### src/rtl/lmd_pkg.sv
package lmd_pkg;

   typedef enum logic [1:0] {
      TGT_RAM    = 2'd0,
      TGT_RAM_RO = 2'd1,
      TGT_PCI    = 2'd2
   } tgt_e;

   typedef enum logic [1:0] {
      RG_PASS = 2'd0,
      RG_WIN  = 2'd1,
      RG_FSEG = 2'd2,
      RG_XSEG = 2'd3
   } region_e;

   localparam int WIN_SMM_BIT  = 3;
   localparam int WIN_OPEN_BIT = 6;

   function automatic tgt_e attr_to_tgt(input logic [1:0] a);
      case (a)
         2'd3:    return TGT_RAM;
         2'd1:    return TGT_RAM_RO;
         default: return TGT_PCI;
      endcase
   endfunction

endpackage

### src/rtl/lmd_cfg_regs.sv
module lmd_cfg_regs #(
   parameter int         OFF_W      = 8,
   parameter int         ATTR_BASE  = 'h59,
   parameter int         ATTR_BYTES = 7,
   parameter int         WIN_OFF    = 'h72,
   parameter logic [7:0] WIN_RST    = 8'h02,
   localparam int        NUM_FIELDS = 2 * ATTR_BYTES
) (
   input  logic                    clk,
   input  logic                    rst_n,
   input  logic                    wr_en,
   input  logic [OFF_W-1:0]        wr_off,
   input  logic [7:0]              wr_data,
   output logic [2*NUM_FIELDS-1:0] fields,
   output logic                    win_smm_en,
   output logic                    win_open
);
   import lmd_pkg::*;

   logic unused_data_bits;
   assign unused_data_bits = ^{wr_data[7], wr_data[3:2]};

   // Field 0 (low nibble of the first byte) carries no region.
   assign fields[1:0] = 2'b00;

   for (genvar b = 0; b < ATTR_BYTES; b++) begin : g_byte
      logic hit;
      assign hit = wr_en && (wr_off == OFF_W'(ATTR_BASE + b));

      if (b > 0) begin : g_lo
         logic [1:0] lo_q;
         always_ff @(posedge clk) begin
            if (!rst_n)   lo_q <= 2'b00;
            else if (hit) lo_q <= wr_data[1:0];
         end
         assign fields[4*b +: 2] = lo_q;
      end

      logic [1:0] hi_q;
      always_ff @(posedge clk) begin
         if (!rst_n)   hi_q <= 2'b00;
         else if (hit) hi_q <= wr_data[5:4];
      end
      assign fields[4*b+2 +: 2] = hi_q;
   end

   logic win_hit;
   assign win_hit = wr_en && (wr_off == OFF_W'(WIN_OFF));

   always_ff @(posedge clk) begin
      if (!rst_n) begin
         win_smm_en <= WIN_RST[WIN_SMM_BIT];
         win_open   <= WIN_RST[WIN_OPEN_BIT];
      end else if (win_hit) begin
         win_smm_en <= wr_data[WIN_SMM_BIT];
         win_open   <= wr_data[WIN_OPEN_BIT];
      end
   end

endmodule

### src/rtl/lmd_addr_decode.sv
module lmd_addr_decode #(
   parameter int  ADDR_W     = 32,
   parameter int  NUM_SEGS   = 12,
   parameter int  SEG_SHIFT  = 14,
   localparam int SEG_IDX_W  = (NUM_SEGS > 1) ? $clog2(NUM_SEGS) : 1
) (
   input  logic [ADDR_W-1:0]    addr,
   output lmd_pkg::region_e     region,
   output logic [SEG_IDX_W-1:0] seg_idx
);
   import lmd_pkg::*;

   localparam logic [31:0] WIN_BASE  = 32'h000A_0000;
   localparam logic [31:0] WIN_END   = 32'h000C_0000;
   localparam logic [31:0] SEG_BASE  = 32'h000C_0000;
   localparam logic [31:0] SEG_END   = SEG_BASE + (32'(NUM_SEGS) << SEG_SHIFT);
   localparam logic [31:0] FSEG_BASE = 32'h000F_0000;

   logic        above_1m;
   logic [31:0] lo32;
   logic [31:0] seg_off;
   logic [31:0] seg_num;

   if (ADDR_W > 20) begin : g_wide
      assign above_1m = |addr[ADDR_W-1:20];
   end else begin : g_flat
      assign above_1m = 1'b0;
   end

   assign lo32    = {12'd0, addr[19:0]};
   assign seg_off = lo32 - SEG_BASE;
   assign seg_num = seg_off >> SEG_SHIFT;
   assign seg_idx = seg_num[SEG_IDX_W-1:0];

   logic unused_seg_bits;
   assign unused_seg_bits = ^seg_num[31:SEG_IDX_W];

   always_comb begin
      if (above_1m)                                 region = RG_PASS;
      else if (lo32 >= WIN_BASE && lo32 < WIN_END)  region = RG_WIN;
      else if (lo32 >= FSEG_BASE)                   region = RG_FSEG;
      else if (lo32 >= SEG_BASE && lo32 < SEG_END)  region = RG_XSEG;
      else                                          region = RG_PASS;
   end

endmodule

### src/rtl/lmd_target_sel.sv
module lmd_target_sel #(
   parameter int  NUM_FIELDS = 14,
   parameter int  NUM_SEGS   = 12,
   localparam int SEG_IDX_W  = (NUM_SEGS > 1) ? $clog2(NUM_SEGS) : 1,
   localparam int FSEG_FIELD = 1,
   localparam int SEG_FIELD0 = 2
) (
   input  logic [2*NUM_FIELDS-1:0] fields,
   input  lmd_pkg::region_e        region,
   input  logic [SEG_IDX_W-1:0]    seg_idx,
   input  logic                    smm_active,
   input  logic                    win_smm_en,
   input  logic                    win_open,
   output lmd_pkg::tgt_e           tgt
);
   import lmd_pkg::*;

   logic       win_ram;
   logic [1:0] seg_attr;

   assign win_ram  = (smm_active && win_smm_en) || win_open;
   assign seg_attr = fields[2*(SEG_FIELD0 + int'(seg_idx)) +: 2];

   always_comb begin
      case (region)
         RG_WIN:  tgt = win_ram ? TGT_RAM : TGT_PCI;
         RG_FSEG: tgt = attr_to_tgt(fields[2*FSEG_FIELD +: 2]);
         RG_XSEG: tgt = attr_to_tgt(seg_attr);
         default: tgt = TGT_RAM;
      endcase
   end

endmodule

### src/rtl/legacy_mem_decoder.sv
module legacy_mem_decoder #(
   parameter int         OFF_W      = 8,
   parameter int         ADDR_W     = 32,
   parameter int         ATTR_BASE  = 'h59,
   parameter int         ATTR_BYTES = 7,
   parameter int         NUM_SEGS   = 12,
   parameter int         SEG_SHIFT  = 14,
   parameter int         SMRAM_OFF  = 'h72,
   parameter logic [7:0] SMRAM_RST  = 8'h02
) (
   input  logic              clk,
   input  logic              rst_n,
   input  logic              cfg_wr_en,
   input  logic [OFF_W-1:0]  cfg_wr_off,
   input  logic [7:0]        cfg_wr_data,
   input  logic              smm_active,
   input  logic              acc_valid,
   input  logic              acc_write,
   input  logic [ADDR_W-1:0] acc_addr,
   output logic [1:0]        tgt_sel,
   output logic              wr_drop
);
   import lmd_pkg::*;

   localparam int NUM_FIELDS = 2 * ATTR_BYTES;
   localparam int SEG_IDX_W  = (NUM_SEGS > 1) ? $clog2(NUM_SEGS) : 1;

   if (ADDR_W < 20) begin : g_bad_addr
      $error("ADDR_W must cover the first megabyte");
   end
   if (NUM_SEGS + 2 > NUM_FIELDS) begin : g_bad_fields
      $error("not enough attribute fields for the segments");
   end
   if ((32'h000C_0000 + (NUM_SEGS << SEG_SHIFT)) > 32'h000F_0000) begin : g_bad_span
      $error("expansion segments overlap the BIOS segment");
   end
   if (OFF_W < 8 && (SMRAM_OFF >= (1 << OFF_W))) begin : g_bad_off
      $error("offset width too small for window control byte");
   end

   logic [2*NUM_FIELDS-1:0] fields;
   logic                    win_smm_en;
   logic                    win_open;
   region_e                 region;
   logic [SEG_IDX_W-1:0]    seg_idx;
   tgt_e                    tgt;

   lmd_cfg_regs #(
      .OFF_W      (OFF_W),
      .ATTR_BASE  (ATTR_BASE),
      .ATTR_BYTES (ATTR_BYTES),
      .WIN_OFF    (SMRAM_OFF),
      .WIN_RST    (SMRAM_RST)
   ) u_regs (
      .clk        (clk),
      .rst_n      (rst_n),
      .wr_en      (cfg_wr_en),
      .wr_off     (cfg_wr_off),
      .wr_data    (cfg_wr_data),
      .fields     (fields),
      .win_smm_en (win_smm_en),
      .win_open   (win_open)
   );

   lmd_addr_decode #(
      .ADDR_W    (ADDR_W),
      .NUM_SEGS  (NUM_SEGS),
      .SEG_SHIFT (SEG_SHIFT)
   ) u_dec (
      .addr    (acc_addr),
      .region  (region),
      .seg_idx (seg_idx)
   );

   lmd_target_sel #(
      .NUM_FIELDS (NUM_FIELDS),
      .NUM_SEGS   (NUM_SEGS)
   ) u_sel (
      .fields     (fields),
      .region     (region),
      .seg_idx    (seg_idx),
      .smm_active (smm_active),
      .win_smm_en (win_smm_en),
      .win_open   (win_open),
      .tgt        (tgt)
   );

   assign tgt_sel = tgt;
   assign wr_drop = acc_valid && acc_write && (tgt == TGT_RAM_RO);

endmodule

### config.mk
export PLATFORM = sky130hd
export DESIGN_NAME = legacy_mem_decoder
export DESIGN_NICKNAME = d
export VERILOG_FILES = /design/src/rtl/lmd_pkg.sv /design/src/rtl/lmd_cfg_regs.sv /design/src/rtl/lmd_addr_decode.sv /design/src/rtl/lmd_target_sel.sv /design/src/rtl/legacy_mem_decoder.sv
export SDC_FILE = /design/constraint.sdc
export NUM_CORES = 1
export LEC_CHECK = 0
export ABC_AREA = 1
export BUFFER_PORTS_ARGS = -buffer_cell sky130_fd_sc_hd__buf_2
export CAP_MARGIN = 20
export CORE_MARGIN = 5
export CORE_UTILIZATION = 50
export CTS_CLUSTER_DIAMETER = 150
export DETAILED_ROUTE_END_ITERATION = 6
export GPL_ROUTABILITY_DRIVEN = 0
export GPL_TIMING_DRIVEN = 0
export PLACE_DENSITY = 0.78
export SYNTH_ARGS = -nofsm -noshare
export SYNTH_HDL_FRONTEND = slang
export SYNTH_HIERARCHICAL = 1
export SYNTH_SLANG_ARGS = --single-unit
### constraint.sdc
create_clock -name clk -period 6.1 [get_ports clk]
set_input_delay 1.83 -clock clk [delete_from_list [all_inputs] [get_ports clk]]
set_output_delay 1.83 -clock clk [all_outputs]
set_load 0.02 [all_outputs]
# Word-level counts from Yosys, hierarchy flattened

Cells that the tools add are included.

Logic and storage cells: 62
Register bits after elaboration: 28
Output and inout bits: 3

Shift operators: 1
Equality and inequality tests: 16
Reductions and logical operators: 15
Add/subtract/negate cells: 2
Mux-type cells: 8
$lt $le $gt $ge: 5

Operators with widths:

| operator                | count |
|---|---|
| $eq A8 B7 Y1 const B    | 8 |
| $ge A20 B20 Y1 const B  | 3 |
| $lt A20 B20 Y1 const B  | 2 |
| $shiftx A28 B32 Y2      | 1 |
| $sub A18 B1 Y18 const B | 1 |
| $logic_and A1 B1 Y1     | 13 |
| $reduce_or A12 Y1       | 1 |
| $mux W2                 | 5 |
| $eq A2 B1 Y1 const B    | 4 |
| $eq A2 B2 Y1 const B    | 4 |
| $pmux W2 S2             | 2 |
| $pmux W2 S3             | 1 |
| $add A2 B4 Y5 const A   | 1 |
| $logic_or A1 B1 Y1      | 1 |

# Depth between registers and ports, before layout

Gate-level depths: netlist (run 1).

Word-level depth: 10
Gate-level depth with buffers: 15
Depth with buffers taken out: 15

# Modules after synthesis

Netlist (run 1), hierarchy kept.

By module, submodules not included:

| module             | instances | sequential area each (µm²) | area an instance (µm²) | cells each |
|---|---|---|---|---|
| lmd_cfg_regs       | 1         | 560.5                      | 1356.3                 | 219 |
| lmd_target_sel     | 1         | 0.0                        | 342.8                  | 80 |
| lmd_addr_decode    | 1         | 0.0                        | 97.6                   | 20 |
| legacy_mem_decoder | 1         | 0.0                        | 17.5                   | 4 |

# Least setup slack after synthesis (run 1)

No wires, ideal clock.

Path type: input -> output
Start point: input port acc_addr[27]
End point: output port wr_drop
Setup slack: 1203 ps
Buffers on the path: 0
Stages: 15
Data arrival time: 3067 ps
Required time: 4270 ps
Path through: nor2_1 nand2_1 nor2_1 nand2_1 nor2_1 nand2_1 inv_1 nand2_1 clkinv_1 nand2_1 inv_1 nand2_1 nand2_1 nand2_1 nor2_2

Word-level cells in the longest chain between the ends: 6

Ends and longest elaborated chain:

| item                                                | line                     | text |
|---|---|---|
| start: declaration                                  | legacy_mem_decoder.sv:19 | `input logic [ADDR_W-1:0] acc_addr,` |
| $reduce_or A12 Y1 (*)                               | lmd_addr_decode.sv:25    | `assign above_1m = \|addr[ADDR_W-1:20];` |
| $mux W2 (*)                                         | lmd_addr_decode.sv:39    | `if (above_1m) region = RG_PASS;` |
| named net region[1]                                 | legacy_mem_decoder.sv:44 | `region_e region;` |
| $eq A2 B2 Y1 / $eq A2 B1 Y1 (equally long branches) | n/a                      |  |
| $pmux W2 S3 (*)                                     | lmd_target_sel.sv:25     | `case (region)` |
| named net tgt_sel[0]                                | legacy_mem_decoder.sv:20 | `output logic [1:0] tgt_sel,` |
| $eq A2 B1 Y1 (*)                                    | legacy_mem_decoder.sv:89 | `assign wr_drop = acc_valid && acc_write && (tgt == TGT_RAM_RO);` |
| $logic_and A1 B1 Y1 (*)                             | legacy_mem_decoder.sv:89 |  |
| end: declaration                                    | legacy_mem_decoder.sv:21 | `output logic wr_drop` |

Mark *: on every way through the listed nets, which the timed path passes. The rest lies on a longest branch.

# Worst setup path after layout (run 1)

Start point: input port acc_addr[27]
End point: output port wr_drop

Word-level cells in the longest chain between the ends: 6

Ends and longest elaborated chain:

| item                                                | line |
|---|---|
| $reduce_or A12 Y1 (*)                               | lmd_addr_decode.sv:25 |
| $mux W2 (*)                                         | lmd_addr_decode.sv:39 |
| named net region[1]                                 | legacy_mem_decoder.sv:44 |
| $eq A2 B2 Y1 / $eq A2 B1 Y1 (equally long branches) | n/a |
| $pmux W2 S3 (*)                                     | lmd_target_sel.sv:25 |
| $eq A2 B1 Y1 (*)                                    | legacy_mem_decoder.sv:89 |
| $logic_and A1 B1 Y1 (*)                             | legacy_mem_decoder.sv:89 |

Marks and branches as above.

==> results of run 1 <==
tightest hold or removal path: cells and delay by family, from the launching register on:
kind	cells	cell delay [ns]
AND/OR/NAND/NOR	2	0.14
flip-flops	1	0.33
per-layer routing:
layer	routed length (microns)	share of wire (%)	vias up	global-route usage, %
met5	0	0	-	0
met4	35	0.88	0	5.11
met3	246	6.2	2	2.15
met2	1700	43	52	25.2
met1	1980	50	757	21.2
li1	-	-	1031	-
sequential cells by signal, indices dropped and copies added, names as in the netlist:
register and count:
u_regs/win_open 1, u_regs/win_smm_en 1, u_regs/g_byte.hi_q 14, u_regs/g_byte.g_lo.lo_q 12
power groups by stage:
stage / registers (mW) / logic, mW / clock network (mW)
2_1_floorplan: 0.187 / 0.0273 / 0
3_3_place_gp: 0.188 / 0.0470 / 0
3_5_place_dp: 0.188 / 0.0472 / 0
4_1_cts: 0.184 / 0.0475 / 0.123
5_1_grt: 0.184 / 0.0534 / 0.129
6_report: 0.184 / 0.0475 / 0.119
path summary, 6_finish.rpt:
kind	from	to	slack, ns	cells past startpoint
max	acc_addr[27]	wr_drop	1.11	17
min	u_regs/g_byte[2].g_lo.lo_q[1]$_SDFFE_PN0P_	u_regs/g_byte[2].g_lo.lo_q[1]$_SDFFE_PN0P_	0.49	2
max reg2reg	u_regs/g_byte[6].hi_q[1]$_SDFFE_PN0P_	u_regs/g_byte[6].hi_q[1]$_SDFFE_PN0P_	5.41	4
min reg2reg	u_regs/g_byte[2].g_lo.lo_q[1]$_SDFFE_PN0P_	u_regs/g_byte[2].g_lo.lo_q[1]$_SDFFE_PN0P_	0.49	2
metrics by stage:
step	hold slack [ns]	cell area (sq um)	utilization [%]
CTS	0.496	2090	61.2
global route	0.518	2090	61.2
finish	0.493	2090	61.2
global placement	0.462	2040	59.7
detailed placement	0.472	2040	59.7
floorplan	0.455	1800	-
layout by cell type, fill, tap and decap left out, drive strengths merged:
master,instances
o22ai,1
inv,50
o211ai,1
clkbuf,3
buf,47
and2,1
clkinv,2
o21ai,2
dfxtp,28
nor2,86
nand2,102
nand3b,1
nand4,1
nand3,34
bufinv,1
a21oi,1
layout make-up:
cell class / instances / area share (%)
well taps: 46 / 2.75
clock buffers: 3 / 1.08
plain buffers: 10 / 3.59
clock inverters: 1 / 1.44
multi-input cells: 230 / 46.1
inverters: 52 / 9.34
flip-flops and latches: 28 / 26.8
repair buffers: 37 / 8.86
==> out/metrics.yaml, run 1 <==
dp.cells: 403
largest_net_degree_at_the_start_of_global_routing: 17
timing.setup.tns_ns: 0
worst_setup_hold_path_clk_slew_ns: 0.14
timing.slew.headroom_pct: 80.9
post-route-period-util_pct: 81.8
postCtsSetupRepairBufs: 0
grt_setup_unrepaired: "false"
drv_cap: 0
worstPathBufferInverterCount: 5
finalPower_uw: 350
design.final.nets: 416
die_area_sq_um: 4890
cts_buffers: 3
crit_chain: "buf_2 > nor2_1 > nand2_1 > nor2_1 > nand2_1 > nor2_1 > nand2_1 > inv_1 > nand2_1 > clkinv_1 > nand2_1 > inv_1 > nand2_1 > nand2_1 > nand2_1 > nor2_2 > buf_2"
critPathKind: "in -> out"
run_status: "finished clean"
syn_inst: 320
cell_internal_pwr_uw: 269
final_cell_count_no_fill: 407
post_drt_via_cell_ratio: 4.53
max-clock-path-buffers: 2
share_of_cells_above_drive_strength_1_pct: 17.5
setup_viol: 0
tritoncts: "done"
timing.final.hold_violations: 0
cts_sinks: 28
leakagePower_nw: 1.13
fill_cell_instance_count_of_the_final_layout: 380
n_antenna_cell: 0
fmax_mhz: 200
pwr-share-seq_pct: 52.4
vias: 1842
drtAntennaViolNets: 0
syn_area_sq_um: 1800
die-height_microns: 69.9
grt_pass1_vias: 1536
buffer_ports.inserted: 37
worst_path_dominant_cell_family: "simple AND/OR/NAND/NOR gates"
layout-area-overhead-vs-synth_pct: 16.4
cpPeakStageDelay_ns: 0.19
ir_drop_uv: 143
pins_over_slew_limit: 0
core_area_sq_um: 3420
worstPathRequired_ns: 4.27
route.detailed.drc: 0
synthesis.area_per_instance_sq_um: 5.61
finalWorstPathRequiredPeriod_ns: 4.99
net_count_synth: 374
worst_slew_pin_slew_ns: 0.285
clk-insertion-delay-late_ns: 0.32
first_pass_iters: 4
die_w_microns: 69.9
multi_input_gate_area_sq_um: 965
timing.critical_path.mode_cell: "sky130_fd_sc_hd__nand2_1"
drtIter0Drc: 85
arrival_ns: 3.16
resized_after_cts: 0
p_sw_share_pct: 23.1
power_frac_clock_pct: 34.1
timing.hold.worst.class: "reg -> reg"
critical_path.startpoint_type: "input port"
globalRouteOverflowTotal: 0
floorplan_row_count: 21
number_of_top_level_design_ports: 57
p_comb_share_pct: 13.6
dpl_wire_length_mm: 3.15
grtUsageTotal_pct: 15.6
clock-skew-final_ns: 0
pwr_density_cell_nw_per_um2: 168
seqCellArea_sq_um: 561
cts_root_buffer: "sky130_fd_sc_hd__clkbuf_4"
wire_per_inst_microns: 9.72
routed_wl_mm: 3.96
worst_path_max_delay_cell: "sky130_fd_sc_hd__nor2_1"
hold_buffers: 0
global_route_wire_length_before_repair_mm: 6.39
yosys_warnings: 6
htreeDepth: 1
highest_fanout_seen_on_the_critical_path: 4
antenna_found_initial: 0
cp_capture_type: "output pin"
initial_utilization_pct: 52.6
placement.setup.worst_slack_ns: 1.08
post-route-worst-setup-slack_ns: 1.11
switchingPower_uw: 81.0
Power figures use the tool's default switching activity.
==> inputs of run 2 (changes only) <==
--- a/config.mk
+++ b/config.mk
@@ -5,16 +5,16 @@
 export SDC_FILE = /design/constraint.sdc
 export NUM_CORES = 1
 export LEC_CHECK = 0
-export ABC_AREA = 1
+export ABC_AREA = 0
 export BUFFER_PORTS_ARGS = -buffer_cell sky130_fd_sc_hd__buf_2
 export CAP_MARGIN = 20
 export CORE_MARGIN = 5
-export CORE_UTILIZATION = 50
+export CORE_UTILIZATION = 44
 export CTS_CLUSTER_DIAMETER = 150
 export DETAILED_ROUTE_END_ITERATION = 6
 export GPL_ROUTABILITY_DRIVEN = 0
 export GPL_TIMING_DRIVEN = 0
-export PLACE_DENSITY = 0.78
+export PLACE_DENSITY = 0.75
 export SYNTH_ARGS = -nofsm -noshare
 export SYNTH_HDL_FRONTEND = slang
 export SYNTH_HIERARCHICAL = 1
==> constraint.sdc (replaced) <==
create_clock -name clk -period 4.3 [get_ports clk]
set_input_delay 1.29 -clock clk [delete_from_list [all_inputs] [get_ports clk]]
set_output_delay 1.29 -clock clk [all_outputs]
set_load 0.02 [all_outputs]
==> out/metrics.yaml, run 2 <==
n_antenna_cell: 0
routed_wl_mm: 3.90
timing.final.hold_violations: 0
leakagePower_nw: 0.870
largestRegisters: "u_regs/g_byte.hi_q x14, u_regs/g_byte.g_lo.lo_q x12"
grt_setup_unrepaired: "true"
critPathKind: "in -> out"
die-height_microns: 69.9
buffer_ports.inserted: 38
grt_pass1_vias: 1478
cts_root_buffer: "sky130_fd_sc_hd__clkbuf_4"
drtIter0Drc: 27
pwr_density_cell_nw_per_um2: 248
worstPathRequired_ns: 3.01
leading_cell_type_in_the_layout_fill_and_taps_excluded: "sky130_fd_sc_hd__buf_2"
cts_sinks: 28
number_of_top_level_design_ports: 57
clock-skew-final_ns: 0
number_of_flip_flops_under_the_largest_register_name: 14
finalWorstPathRequiredPeriod_ns: 4.57
antenna_found_initial: 0
failed_checks: "negative setup slack"
critical_r2r_launch: "u_regs/g_byte[0].hi_q[0]$_SDFFE_PN0P_"
max-clock-path-buffers: 2
tritoncts: "done"
vias: 1353
multi_input_gate_area_sq_um: 1010
launch_point_of_the_worst_hold_path: "u_regs/g_byte[3].hi_q[0]$_SDFFE_PN0P_"
clk-insertion-delay-late_ns: 0.32
die_w_microns: 69.9
run_status: "finished, violations left"
share_of_cells_above_drive_strength_1_pct: 34.5
dpl_wire_length_mm: 3.03
dpl_cell_area_sq_um: 1850
floorplan_row_count: 21
yosys_warnings: 6
layout-area-overhead-vs-synth_pct: 23.9
final_design_area_no_fill_sq_um: 1950
critical_path.startpoint: "acc_addr[23]"
cp_capture_type: "output pin"
critical_path.startpoint_type: "input port"
timing.slew.headroom_pct: 69.0
drtAntennaViolNets: 0
worst_slew_pin_slew_ns: 0.461
wire_per_inst_microns: 16.3
post-route-period-util_pct: 106
largest_net_degree_at_the_start_of_global_routing: 17
commonest_non_fill_non_tap_cells_in_the_layout: "sky130_fd_sc_hd__buf_2, sky130_fd_sc_hd__nand2_1, sky130_fd_sc_hd__mux2i_1"
hold_buffers: 0
cts_buffers: 3
syn_area_sq_um: 1580
worst_setup_hold_path_clk_slew_ns: 0.14
setup_viol: 3
route.detailed.drc: 0
die_area_sq_um: 4880
post_drt_via_cell_ratio: 5.64
final_core_util_pct: 57.2
fmax_mhz: 219
core_area_sq_um: 3420
largest_register: "u_regs/g_byte.hi_q"
globalRouteOverflowTotal: 0
arrival_ns: 3.28
net_count_synth: 204
highest_fanout_seen_on_the_critical_path: 4
global_route_wire_length_before_repair_mm: 6.51
first_pass_iters: 4
synthesis.area_per_instance_sq_um: 10.5
seqCellArea_sq_um: 561
timing.hold.worst.class: "reg -> reg"
design.final.nets: 249
fill_cell_instance_count_of_the_final_layout: 309
syn_inst: 150
htreeDepth: 1
post-route-worst-setup-slack_ns: -0.267
drv_cap: 0
pins_over_slew_limit: 0
ir_drop_uv: 165
initial_utilization_pct: 46.2
grtUsageTotal_pct: 16.1
[run 2: repair_timing]
action / CTS / global route
gates resized for setup: 8 / 1
hold endpoints to repair: 0 / 0
setup buffers: 2 / 0
endpoints found under the setup margin: 3 / 3
pin swaps: 4 / 1
[run 2: path summary, 6_finish.rpt]
| path | endpoint | slack, ns | cells after the start |
|---|---|---|---|
| max | wr_drop | -0.27 | 9 |
| min | u_regs/g_byte[3].hi_q[0]$_SDFFE_PN0P_ | 0.47 | 2 |
| max reg2reg | u_regs/g_byte[0].hi_q[0]$_SDFFE_PN0P_ | 3.57 | 2 |
| min reg2reg | u_regs/g_byte[3].hi_q[0]$_SDFFE_PN0P_ | 0.47 | 2 |
[run 2: where the power goes]
| group | total [mW] | switching, mW | leakage (nW) | internal (mW) |
|---|---|---|---|---|
| clock | 0.166 | 0.0720 | 0.0279 | 0.0942 |
| sequential | 0.260 | 0.000165 | 0.225 | 0.260 |
| combinational | 0.0591 | 0.0322 | 0.617 | 0.0269 |
| total | 0.485 | 0.104 | 0.870 | 0.381 |
[run 2: area by class of cell]
cell class                      instances  area share [%]
Multi-Input combinational cell        112            51.5
Inverter                                2           0.384
Buffer                                  8            2.69
Timing Repair Buffer                   40            11.1
Tap cell                               46            2.94
Sequential cell                        28            28.7
Clock buffer                            3            1.15
Clock inverter                          1            1.54
[run 2: critical path, stage by stage]
cell                       delay [ns]
sky130_fd_sc_hd__buf_6           0.09
sky130_fd_sc_hd__or4b_4          0.55
sky130_fd_sc_hd__nor4_4          0.33
sky130_fd_sc_hd__and2_4          0.22
sky130_fd_sc_hd__nand2b_4        0.06
sky130_fd_sc_hd__buf_4           0.14
sky130_fd_sc_hd__o32ai_4         0.22
sky130_fd_sc_hd__and4b_2         0.27
sky130_fd_sc_hd__buf_6           0.11
[run 2: per-layer routing]
metal  vias up  global-route usage [%]  share of wire (%)
li1        648                       -                  -
met1       655                    18.2                 41
met2        46                    30.1                 52
met3         4                    3.30                5.8
met4         0                    4.89                1.1
met5         -                       0                  0
[run 2: stage by stage]
| stage | setup slack, ns | hold slack (ns) | instances | setup TNS, ns | power (mW) |
|---|---|---|---|---|---|
| 6_report | -0.267 | 0.468 | 240 | -0.392 | 0.485 |
| 5_1_grt | -0.333 | 0.500 | 240 | -0.598 | 0.510 |
| 4_1_cts | -0.263 | 0.468 | 240 | -0.341 | 0.491 |
| 3_5_place_dp | -0.352 | 0.447 | 234 | -0.462 | 0.322 |
| 3_3_place_gp | -0.255 | 0.439 | 234 | -0.255 | 0.319 |
| 2_1_floorplan | -0.128 | 0.430 | 150 | -0.128 | 0.294 |
